[src/rtl/rxblk_pkg.sv]
package rxblk_pkg;

  typedef enum logic [1:0] {
    SLOT_SKIP  = 2'd0,
    SLOT_AUDIO = 2'd1,
    SLOT_MIDI  = 2'd2,
    SLOT_EXTRA = 2'd3
  } slot_kind_e;

  // reverse byte lanes: wire order is big-endian, host order is little-endian
  function automatic logic [31:0] quad_byte_rev(input logic [31:0] q);
    return {q[7:0], q[15:8], q[23:16], q[31:24]};
  endfunction

endpackage

[src/rtl/rxblk_pos_track.sv]
module rxblk_pos_track #(
  parameter int POS_W  = 10,
  parameter int SKIP_W = 8,
  parameter int CH_W   = 6,
  parameter int MIDI_W = 4
) (
  input  logic              clk,
  input  logic              rst,
  input  logic              clear,
  input  logic              beat,
  input  logic              last,
  input  logic [SKIP_W-1:0] cfg_skip,
  input  logic [CH_W-1:0]   cfg_chans,
  input  logic [MIDI_W-1:0] cfg_midi,
  output logic [POS_W-1:0]  pos,
  output logic [SKIP_W-1:0] eff_skip,
  output logic [CH_W-1:0]   eff_chans,
  output logic              eff_midi_on
);

  logic              first;
  logic [SKIP_W-1:0] lat_skip;
  logic [CH_W-1:0]   lat_chans;
  logic              lat_midi_on;

  assign first = (pos == '0);

  // the first quadlet of a block uses live settings; the rest use the held copy
  always_comb begin
    eff_skip    = first ? cfg_skip    : lat_skip;
    eff_chans   = first ? cfg_chans   : lat_chans;
    eff_midi_on = first ? (|cfg_midi) : lat_midi_on;
  end

  always_ff @(posedge clk) begin
    if (rst || clear) begin
      pos <= '0;
    end else if (beat) begin
      if (last)
        pos <= '0;
      else if (pos != '1)
        pos <= pos + POS_W'(1);
    end
  end

  always_ff @(posedge clk) begin
    if (rst) begin
      lat_skip    <= '0;
      lat_chans   <= '0;
      lat_midi_on <= 1'b0;
    end else if (beat && first) begin
      lat_skip    <= cfg_skip;
      lat_chans   <= cfg_chans;
      lat_midi_on <= |cfg_midi;
    end
  end

endmodule

[src/rtl/rxblk_slot_class.sv]
module rxblk_slot_class
  import rxblk_pkg::*;
#(
  parameter int POS_W    = 10,
  parameter int SKIP_W   = 8,
  parameter int CH_W     = 6,
  parameter int CH_IDX_W = 5
) (
  input  logic [POS_W-1:0]    pos,
  input  logic [SKIP_W-1:0]   skip,
  input  logic [CH_W-1:0]     chans,
  input  logic                midi_on,
  output slot_kind_e          kind,
  output logic [CH_IDX_W-1:0] chan,
  output logic [POS_W-1:0]    exp_len
);

  logic [POS_W-1:0] skip_x;
  logic [POS_W-1:0] audio_end;

  always_comb begin
    skip_x    = POS_W'(skip);
    audio_end = skip_x + POS_W'(chans);
    exp_len   = audio_end + POS_W'(midi_on);
    chan      = CH_IDX_W'(pos - skip_x);
    if (pos < skip_x)
      kind = SLOT_SKIP;
    else if (pos < audio_end)
      kind = SLOT_AUDIO;
    else if (midi_on && (pos == audio_end))
      kind = SLOT_MIDI;
    else
      kind = SLOT_EXTRA;
  end

endmodule

[src/rtl/rxblk_out_stage.sv]
module rxblk_out_stage
  import rxblk_pkg::*;
#(
  parameter int MAX_CH    = 32,
  parameter int CH_IDX_W  = 5,
  parameter int BYTE_SWAP = 1
) (
  input  logic                clk,
  input  logic                rst,
  input  logic                beat,
  input  logic                last,
  input  logic                mismatch,
  input  slot_kind_e          kind,
  input  logic [CH_IDX_W-1:0] chan,
  input  logic [31:0]         in_data,
  input  logic [MAX_CH-1:0]   label_mask,
  output logic                out_valid,
  output logic                out_midi_valid,
  output logic [CH_IDX_W-1:0] out_chan,
  output logic [31:0]         out_data,
  output logic                out_label,
  output logic                out_err
);

  logic [31:0] data_n;
  logic        is_audio;

  generate
    if (BYTE_SWAP != 0) begin : g_swap
      assign data_n = quad_byte_rev(in_data);
    end else begin : g_pass
      assign data_n = in_data;
    end
  endgenerate

  assign is_audio = (kind == SLOT_AUDIO);

  always_ff @(posedge clk) begin
    if (rst) begin
      out_valid      <= 1'b0;
      out_midi_valid <= 1'b0;
      out_label      <= 1'b0;
      out_err        <= 1'b0;
      out_chan       <= '0;
    end else begin
      out_valid      <= beat && is_audio;
      out_midi_valid <= beat && (kind == SLOT_MIDI);
      out_label      <= beat && is_audio && label_mask[chan];
      out_err        <= beat && last && mismatch;
      if (beat)
        out_chan <= is_audio ? chan : '0;
    end
  end

  // data path carries no reset so it maps onto plain fabric registers
  always_ff @(posedge clk) begin
    if (beat)
      out_data <= data_n;
  end

endmodule

[src/rtl/rxblk_demux.sv]
module rxblk_demux
  import rxblk_pkg::*;
#(
  parameter int SKIP_W    = 8,
  parameter int MAX_CH    = 32,
  parameter int MIDI_W    = 4,
  parameter int ISO_W     = 6,
  parameter int BYTE_SWAP = 1,
  parameter int CH_W      = $clog2(MAX_CH + 1),
  parameter int CH_IDX_W  = $clog2(MAX_CH)
) (
  input  logic                clk,
  input  logic                rst,
  input  logic                in_valid,
  output logic                in_ready,
  input  logic [31:0]         in_data,
  input  logic                in_last,
  input  logic [SKIP_W-1:0]   cfg_skip,
  input  logic [CH_W-1:0]     cfg_chans,
  input  logic [MIDI_W-1:0]   cfg_midi,
  input  logic [ISO_W-1:0]    cfg_iso,
  input  logic [MAX_CH-1:0]   cfg_label_mask,
  output logic                out_valid,
  output logic                out_midi_valid,
  output logic [CH_IDX_W-1:0] out_chan,
  output logic [31:0]         out_data,
  output logic                out_label,
  output logic                out_err
);

  localparam int POS_W = ((SKIP_W > CH_W) ? SKIP_W : CH_W) + 2;

  logic                rdy_q;
  logic                disabled;
  logic                beat;
  logic [POS_W-1:0]    pos;
  logic [SKIP_W-1:0]   eff_skip;
  logic [CH_W-1:0]     eff_chans;
  logic                eff_midi_on;
  slot_kind_e          kind;
  logic [CH_IDX_W-1:0] chan;
  logic [POS_W-1:0]    exp_len;
  logic                mismatch;

  always_ff @(posedge clk) begin
    if (rst) rdy_q <= 1'b0;
    else     rdy_q <= 1'b1;
  end

  assign in_ready = rdy_q;
  assign disabled = (cfg_iso == '1);
  assign beat     = in_valid && rdy_q && !disabled;
  assign mismatch = ({1'b0, pos} + (POS_W+1)'(1)) != {1'b0, exp_len};

  rxblk_pos_track #(
    .POS_W (POS_W),
    .SKIP_W(SKIP_W),
    .CH_W  (CH_W),
    .MIDI_W(MIDI_W)
  ) u_pos (
    .clk        (clk),
    .rst        (rst),
    .clear      (disabled),
    .beat       (beat),
    .last       (in_last),
    .cfg_skip   (cfg_skip),
    .cfg_chans  (cfg_chans),
    .cfg_midi   (cfg_midi),
    .pos        (pos),
    .eff_skip   (eff_skip),
    .eff_chans  (eff_chans),
    .eff_midi_on(eff_midi_on)
  );

  rxblk_slot_class #(
    .POS_W   (POS_W),
    .SKIP_W  (SKIP_W),
    .CH_W    (CH_W),
    .CH_IDX_W(CH_IDX_W)
  ) u_class (
    .pos    (pos),
    .skip   (eff_skip),
    .chans  (eff_chans),
    .midi_on(eff_midi_on),
    .kind   (kind),
    .chan   (chan),
    .exp_len(exp_len)
  );

  rxblk_out_stage #(
    .MAX_CH   (MAX_CH),
    .CH_IDX_W (CH_IDX_W),
    .BYTE_SWAP(BYTE_SWAP)
  ) u_out (
    .clk           (clk),
    .rst           (rst),
    .beat          (beat),
    .last          (in_last),
    .mismatch      (mismatch),
    .kind          (kind),
    .chan          (chan),
    .in_data       (in_data),
    .label_mask    (cfg_label_mask),
    .out_valid     (out_valid),
    .out_midi_valid(out_midi_valid),
    .out_chan      (out_chan),
    .out_data      (out_data),
    .out_label     (out_label),
    .out_err       (out_err)
  );

endmodule

[config.mk]
export PLATFORM = sky130hd
export DESIGN_NAME = rxblk_demux
export DESIGN_NICKNAME = d
export VERILOG_FILES = /design/src/rtl/rxblk_pkg.sv /design/src/rtl/rxblk_pos_track.sv /design/src/rtl/rxblk_slot_class.sv /design/src/rtl/rxblk_out_stage.sv /design/src/rtl/rxblk_demux.sv
export SDC_FILE = /design/constraint.sdc
export NUM_CORES = 1
export LEC_CHECK = 0
export CAP_MARGIN = 20
export CORE_MARGIN = 1
export CORE_UTILIZATION = 45
export CTS_CLUSTER_SIZE = 14
export DETAILED_ROUTE_END_ITERATION = 6
export DONT_BUFFER_PORTS = 1
export HOLD_SLACK_MARGIN = 0.06
export MAX_ROUTING_LAYER = met4
export PLACE_DENSITY = 0.71
export SLEW_MARGIN = 20
export SYNTH_ARGS = -nofsm -noshare
export SYNTH_HDL_FRONTEND = slang
export SYNTH_SLANG_ARGS = --single-unit
[constraint.sdc]
create_clock -name clk -period 5.9 [get_ports clk]
set_input_delay 1.18 -clock clk [delete_from_list [all_inputs] [get_ports clk]]
set_output_delay 1.18 -clock clk [all_outputs]
set_load 0.1 [all_outputs]
=== Yosys cells after proc, flatten, opt, wreduce, memory -nomap -nowiden ===
Index checks and enable logic that the tools add are counted.

* Flip-flop bits (word level): 67
* Output and inout bits: 42
* Bits of input ports: 92
* Logic and storage cells: 52

* Add/subtract/negate cells: 5
* Equality and inequality tests: 6
* Mux-type cells: 12
* Reduce and logical (&&, ||, !) cells: 15
* Magnitude comparators: 3

{| class="wikitable"
|+ Operator list
! cell !! number
|-
| 10-bit two-way mux || 2
|-
| 10-bit by 1-bit adder with 11-bit output, second input constant || 1
|-
| 11-bit by 10-bit inequality test with 1-bit output || 1
|-
| 10-bit by 1-bit adder with 10-bit output || 1
|-
| 10-bit by 1-bit adder with 10-bit output, second input constant || 1
|-
| 10-bit by 9-bit equality test with 1-bit output || 1
|-
| 10-bit zero test || 1
|-
| 10-bit by 8-bit less-than comparator with 1-bit output || 1
|-
| 10-bit by 9-bit less-than comparator with 1-bit output || 1
|-
| 10-bit inequality test, second input constant || 1
|-
| 8-bit by 6-bit adder with 9-bit output || 1
|-
| 1-bit logical AND || 9
|-
| 8-bit two-way mux || 1
|-
| 6-bit equality test, second input constant || 1
|-
| 5-bit by 6-bit less-than comparator with 1-bit output, second input constant || 1
|-
| 6-bit two-way mux || 1
|-
| 1-bit binary-select mux with 5-bit select || 1
|-
| 5-bit two-way mux || 1
|-
| 5-bit subtractor || 1
|-
| 1-bit two-way mux || 4
|-
| 2-bit two-way mux || 2
|-
| 4-bit OR reduction || 1
|-
| 2-bit by 1-bit equality test with 1-bit output, second input constant || 1
|-
| 2-bit equality test, second input constant || 1
|-
| other kinds (4) || 4
|}

=== Longest topological paths before layout ===
* Depth after elaboration: 11
* Mapped depth: 23
* Mapped depth without buffers: 22

=== Hierarchy ===
A second synthesis with hierarchy kept.

* Cell total of the unflattened synthesis: 392
* Area total of the unflattened synthesis: 4,132.7 um^2

{| class="wikitable"
|+ By module, submodules not included
! module !! area each (um^2) !! instances !! seq. area each (um^2) !! cells an instance
|-
| rxblk_out_stage || 1,508.9 || 1 || 1,141.1 || 72
|-
| rxblk_pos_track || 1,323.8 || 1 || 500.5 || 149
|-
| rxblk_slot_class || 944.7 || 1 || 0.0 || 121
|-
| rxblk_demux || 355.3 || 1 || 20.0 || 50
|}

=== Worst setup path after synthesis ===
No wires, ideal clock.

* Path kind: flip-flop to flip-flop
* From: reg u_pos.pos[0]
* To: reg u_out.out_chan[3]
* Setup slack: 1.014 ns
* Cell stages (with the launch flop): 23
* Clock period less this slack: 4.886 ns
* Required time: 5.838 ns
* Data arrival time: 4.823 ns
* Path through: dfxtp_1 > inv_1 > ha_1 > or4b_4 > nor3_4 > clkbuf_1 > nand2_1 > nand2_1 > ha_1 > inv_1 > fa_1 > maj3_1 > nor3_1 > o31ai_1 > a21oi_1 > xor2_1 > ha_1 > nand4_1 > a21oi_1 > a2111oi_0 > nand3_1 > inv_2 > a22o_1

* Word-level cells in the longest chain between the ends: 10
* Elaborated cells between the ends (all ways): 15

{| class="wikitable"
|+ Ends and longest elaborated chain
! element !! RTL line !! RTL
|-
| start: declaration || rxblk_pos_track.sv:15 || <nowiki>output logic [POS_W-1:0] pos,</nowiki>
|-
| start signal: assignment || rxblk_pos_track.sv:42 || <nowiki>pos <= pos + POS_W'(1);</nowiki>
|-
| parallel branches: the longest is 9 deep, another holds 10-bit by 9-bit less-than comparator with 1-bit output || n/a ||
|-
| 5-bit two-way mux * || rxblk_out_stage.sv:51 || <nowiki>out_chan <= is_audio ? chan : '0;</nowiki>
|-
| end signal: assignment || rxblk_out_stage.sv:51 ||
|-
| end: declaration || rxblk_out_stage.sv:19 || <nowiki>output logic [CH_IDX_W-1:0] out_chan,</nowiki>
|}

Mark *: on every way between the ends.
A chain may end at the register's enable or synchronous reset.

=== Final worst setup path ===
Ends and elaborated chain as after synthesis.

==> results_tabular.tex <==
\begin{tabular}{lr}
\hline
Metric & Value \\
\hline
\multicolumn{2}{l}{\textbf{Status}} \\
\quad Run status & finished, final reports clean \\
\multicolumn{2}{l}{\textbf{Die}} \\
\quad Total number of placement rows & 34 \\
\quad IO Count & 134 \\
\quad Initial Util & 0.468 \\
\quad Placeable core region & 8760 um2 \\
\quad Die width & 97.5 um \\
\quad Die Footprint & 9500 um2 \\
\quad Vert. Die Dim & 97.5 um \\
\multicolumn{2}{l}{\textbf{Flow run}} \\
\quad Max Cap Violations & 0 \\
\multicolumn{2}{l}{\textbf{Critical path}} \\
\quad Flop2flop setup slack & 610 ps \\
\quad Critical setup path kind & reg2reg \\
\quad Crit Reg-Reg Startpoint & u\_pos.pos[0]\$\_SDFFE\_PP0P\_ \\
\quad Logic depth of the worst register-to-register path & 21 \\
\quad Endpoint of the worst register-to-register path & u\_out.out\_chan[3]\$\_SDFFE\_PP0P\_ \\
\quad Maximum fanout encountered on the critical timing path & 10 \\
\quad Critical path required time & 6190 ps \\
\quad Critical path launch point & u\_pos.pos[0]\$\_SDFFE\_PP0P\_ \\
\quad Critical Path Start Type & register \\
\quad Arrival time of data at the critical path endpoint & 5580 ps \\
\quad Capturing element type of the critical path & register \\
\multicolumn{2}{l}{\textbf{Finish}} \\
\quad Share of layout cells above drive strength 1 & 0.0991 \\
\quad Most common cell after layout, fill and taps aside & sky130\_fd\_sc\_hd\_\_nand2\_1 \\
\quad Fin nets & 548 \\
\quad Top library cells by usage in the layout, fill and taps aside & sky130\_fd\_sc\_hd\_\_nand2\_1, sky130\_fd\_sc\_hd\_\_dfxtp\_1, sky130\_fd\_sc\_hd\_\_a21oi\_1 \\
\quad Layout Area Growth over Synthesis & 7.69\% \\
\quad Final core utilization & 0.504 \\
\multicolumn{2}{l}{\textbf{Drt}} \\
\quad DR WL/cell & 18.5 um \\
\quad Number of search-and-repair iterations in the first detailed-routing pass & 4 \\
\quad Remaining antenna violation count & 0 \\
\quad Detailed-route DRC error count & 0 \\
\quad Final wirelength & 10,000 um \\
\quad Detail-routed via count per cell & 5.78 \\
\quad Vias & 3,137 \\
\quad DRC violation total after the first TritonRoute iteration & 142 \\
\multicolumn{2}{l}{\textbf{Worst hold path}} \\
\quad Count of cells along the worst hold path & 2 \\
\quad Worst min path class & reg2reg \\
\quad HP Start & u\_pos.lat\_chans[1]\$\_SDFFE\_PP0P\_ \\
\quad End point of the most critical hold path & u\_pos.lat\_chans[1]\$\_SDFFE\_PP0P\_ \\
\multicolumn{2}{l}{\textbf{CTS}} \\
\quad Post-CTS setup buffer count & 0 \\
\quad Sinks on Clock Net & 67 \\
\quad H-Tree Depth & 3 \\
\quad Number of gates given a new drive strength after cts & 0 \\
\quad Clock latency of the later-clocked register in the worst-skew pair & 350 ps \\
\quad Hold-fix buffer count after cts & 0 \\
\quad Maximum root-to-sink buffer count & 2 \\
\quad Number of buffers added by the clock tree synthesis step & 9 \\
\quad Root Buffer & sky130\_fd\_sc\_hd\_\_clkbuf\_8 \\
\quad TritonCTS clock tree & built \\
\quad Reg clk slew, reported paths & 80 ps \\
\multicolumn{2}{l}{\textbf{Yosys}} \\
\quad Yosys cell types & 60 \\
\quad Share of synthesized registers carrying an async set or reset & 0 \\
\quad Area fraction of the dominant cell type after synthesis & 0.234 \\
\quad Number of storage elements in the synthesis netlist & 67 \\
\quad Most used flip-flop cell after synthesis & sky130\_fd\_sc\_hd\_\_dfxtp\_1 \\
\quad Number of warnings issued by yosys & 0 \\
\quad Total nets after synthesis & 554 \\
\quad Sequential area share after synthesis & 0.405 \\
\quad Count of mapped cells out of synthesis & 435 \\
\quad Post-Syn Area & 4100 um2 \\
\quad Cell type contributing the most total cell area after synthesis & sky130\_fd\_sc\_hd\_\_edfxtp\_1 \\
\quad Number of enable-type register cells in the synthesized netlist & 32 \\
\quad Post-synthesis area per instance & 9.43 um2 \\
\quad Cells taking the most area after synthesis & sky130\_fd\_sc\_hd\_\_edfxtp\_1, sky130\_fd\_sc\_hd\_\_dfxtp\_1, sky130\_fd\_sc\_hd\_\_ha\_1, sky130\_fd\_sc\_hd\_\_nand2\_1, sky130\_fd\_sc\_hd\_\_mux4\_2 \\
\multicolumn{2}{l}{\textbf{STA}} \\
\quad Worst setup skew after layout & 8.68 ps \\
\quad Unrepaired setup endpoints after global routing & false \\
\quad Worst slew margin relative to its limit & 0.314 \\
\quad Portion of the clock cycle consumed by the worst path in the final layout & 0.897 \\
\quad Final TNS setup & 0 ps \\
\quad Final hold violations & 0 \\
\quad Setup violators final & 0 \\
\quad Timing-limited maximum frequency & 0.189 GHz \\
\quad Transition time of the tightest slew-check pin & 1030 ps \\
\quad Minimum period implied by the final worst setup slack & 5290 ps \\
\quad Number of pins exceeding their max-slew limit in the final report & 0 \\
\multicolumn{2}{l}{\textbf{Global route}} \\
\quad Largest net degree at the start of global routing & 36 \\
\quad Overflow left after global routing & 0 \\
\quad First-pass GRT wire length & 16,100 um \\
\quad Antenna violations before repair & 1 \\
\quad Total GRT Usage & 0.222 \\
\quad Vias in the first global route & 3,109 \\
\multicolumn{2}{l}{\textbf{Pwr}} \\
\quad Worst supply voltage drop on vdd & 0.000122 V \\
\quad Power density relative to cell area & 285 nW/um2 \\
\quad Leak pwr & 1.71 nW \\
\multicolumn{2}{l}{\textbf{Place}} \\
\quad RePlAce Congestion & 0.892 \\
\quad DP HPWL & 7790 um \\
\quad Input/output buffers & 0 \\
\hline
\end{tabular}
==> Yosys cell counts, types with 3 or more instances <==
| master | instances |
|---|---|
| sky130_fd_sc_hd__a31oi_1 | 5 |
| sky130_fd_sc_hd__a211oi_1 | 4 |
| sky130_fd_sc_hd__nand2_1 | 76 |
| sky130_fd_sc_hd__nand3b_1 | 5 |
| sky130_fd_sc_hd__nor3_1 | 8 |
| sky130_fd_sc_hd__nand4_1 | 6 |
| sky130_fd_sc_hd__a21oi_1 | 34 |
| sky130_fd_sc_hd__nor2_1 | 29 |
| sky130_fd_sc_hd__o21ai_1 | 4 |
| sky130_fd_sc_hd__edfxtp_1 | 32 |
| sky130_fd_sc_hd__a21o_1 | 3 |
| sky130_fd_sc_hd__mux4_2 | 8 |
| sky130_fd_sc_hd__o31ai_1 | 3 |
| sky130_fd_sc_hd__mux2i_1 | 6 |
| sky130_fd_sc_hd__nor2b_1 | 4 |
| sky130_fd_sc_hd__or3_1 | 3 |
| sky130_fd_sc_hd__dfxtp_1 | 35 |
| sky130_fd_sc_hd__maj3_1 | 3 |
| sky130_fd_sc_hd__nand3_1 | 10 |
| sky130_fd_sc_hd__nor4_1 | 3 |
| sky130_fd_sc_hd__clkbuf_1 | 14 |
| sky130_fd_sc_hd__inv_1 | 25 |
| sky130_fd_sc_hd__xor2_1 | 12 |
| sky130_fd_sc_hd__and3_1 | 4 |
| sky130_fd_sc_hd__ha_1 | 25 |
| sky130_fd_sc_hd__xnor2_1 | 20 |
| sky130_fd_sc_hd__o21ai_0 | 14 |
==> cell families (layout without fill, tap and decap cells) <==
group | count (synthesis) | count (layout) | synth area share
and+or+nand+nor | 163 | 163 | 0.197
AOI/OAI and AO/OA | 82 | 82 | 0.128
DFF | 67 | 67 | 0.405
buffers and inverters | 46 | 45 | 0.0454
xor gates and xnor gates | 33 | 33 | 0.0723
adders and majority gates | 30 | 30 | 0.0933
muxes | 14 | 14 | 0.0586
other | 0 | 1 | 0
==> worst max-delay path: stages (launching register included) <==
cell and delay (ps):
sky130_fd_sc_hd__dfxtp_1 370, sky130_fd_sc_hd__inv_1 140, sky130_fd_sc_hd__ha_1 180, sky130_fd_sc_hd__or4b_4 500, sky130_fd_sc_hd__nor3_4 360, sky130_fd_sc_hd__nand2_1 100, sky130_fd_sc_hd__nand2_1 100, sky130_fd_sc_hd__ha_1 180
sky130_fd_sc_hd__inv_1 60, sky130_fd_sc_hd__fa_1 440, sky130_fd_sc_hd__maj3_1 400, sky130_fd_sc_hd__nor3_1 160, sky130_fd_sc_hd__o31ai_1 100, sky130_fd_sc_hd__a21oi_1 250, sky130_fd_sc_hd__xor2_1 340, sky130_fd_sc_hd__ha_1 310
sky130_fd_sc_hd__nand4_1 120, sky130_fd_sc_hd__a21oi_1 60, sky130_fd_sc_hd__a2111oi_1 500, sky130_fd_sc_hd__nand3_1 300, sky130_fd_sc_hd__inv_2 130, sky130_fd_sc_hd__a22o_1 130
==> routing by layer <==
metal / vias up / part of all wire / GRT usage
li1: 1544 / - / -
met1: 1444 / 0.40 / 0.249
met2: 125 / 0.50 / 0.369
met3: 24 / 0.077 / 0.0669
met4: 0 / 0.022 / 0.0905
met5: - / 0 / -
==> power breakdown <==
| part | internal [mW] | switching (mW) |
|---|---|---|
| Clock | 0.246 | 0.197 |
| Sequential | 0.505 | 0.0776 |
| Combinational | 0.102 | 0.133 |
==> how the worst max path moves through the flow <==
stage	endpoint	slack, ps	cells after the start
after floorplan	u_out.out_chan[3]$_SDFFE_PP0P_	1010	22
after global placement	u_out.out_chan[3]$_SDFFE_PP0P_	680	22
after detailed placement	u_out.out_chan[3]$_SDFFE_PP0P_	580	21
after CTS	u_out.out_chan[3]$_SDFFE_PP0P_	540	21
after global routing	u_out.out_chan[4]$_SDFFE_PP0P_	20	22
final	u_out.out_chan[3]$_SDFFE_PP0P_	610	21
==> area by class of cell <==
cell class	count	area (um2)
Multi-Input combinational cell	322	2270
Clock inverter	7	106
Tap cell	108	135
Timing Repair Buffer	3	22.5
Clock buffer	9	124
Inverter	26	97.6
Sequential cell	67	1660
Antenna cell	1	2.50
Fill cell	792	4350
==> stage by stage <==
| stage | hold slack (ps) | worst slack, ps | instance area [um2] | power (mW) | instances |
|---|---|---|---|---|---|
| floorplan | 436 | 1010 | 4100 | 0.784 | 435 |
| global placement | 437 | 682 | 4180 | 0.822 | 526 |
| detailed placement | 441 | 578 | 4180 | 0.828 | 526 |
| CTS | 453 | 535 | 4410 | 1.27 | 542 |
| global route | 472 | 17.1 | 4420 | 1.32 | 543 |
| finish | 454 | 608 | 4420 | 1.26 | 543 |
==> sequential cells by signal, indices dropped and copies added (netlist names) <==
signal / cells
u_out.out_err: 1
u_out.out_chan: 5
u_pos.pos: 10
u_out.out_valid: 1
u_pos.lat_skip: 8
u_out.out_midi_valid: 1
in_ready: 1
u_pos.lat_chans: 6
u_pos.lat_midi_on: 1
u_out.out_data: 32
u_out.out_label: 1
(Power assumes the default switching activity.)
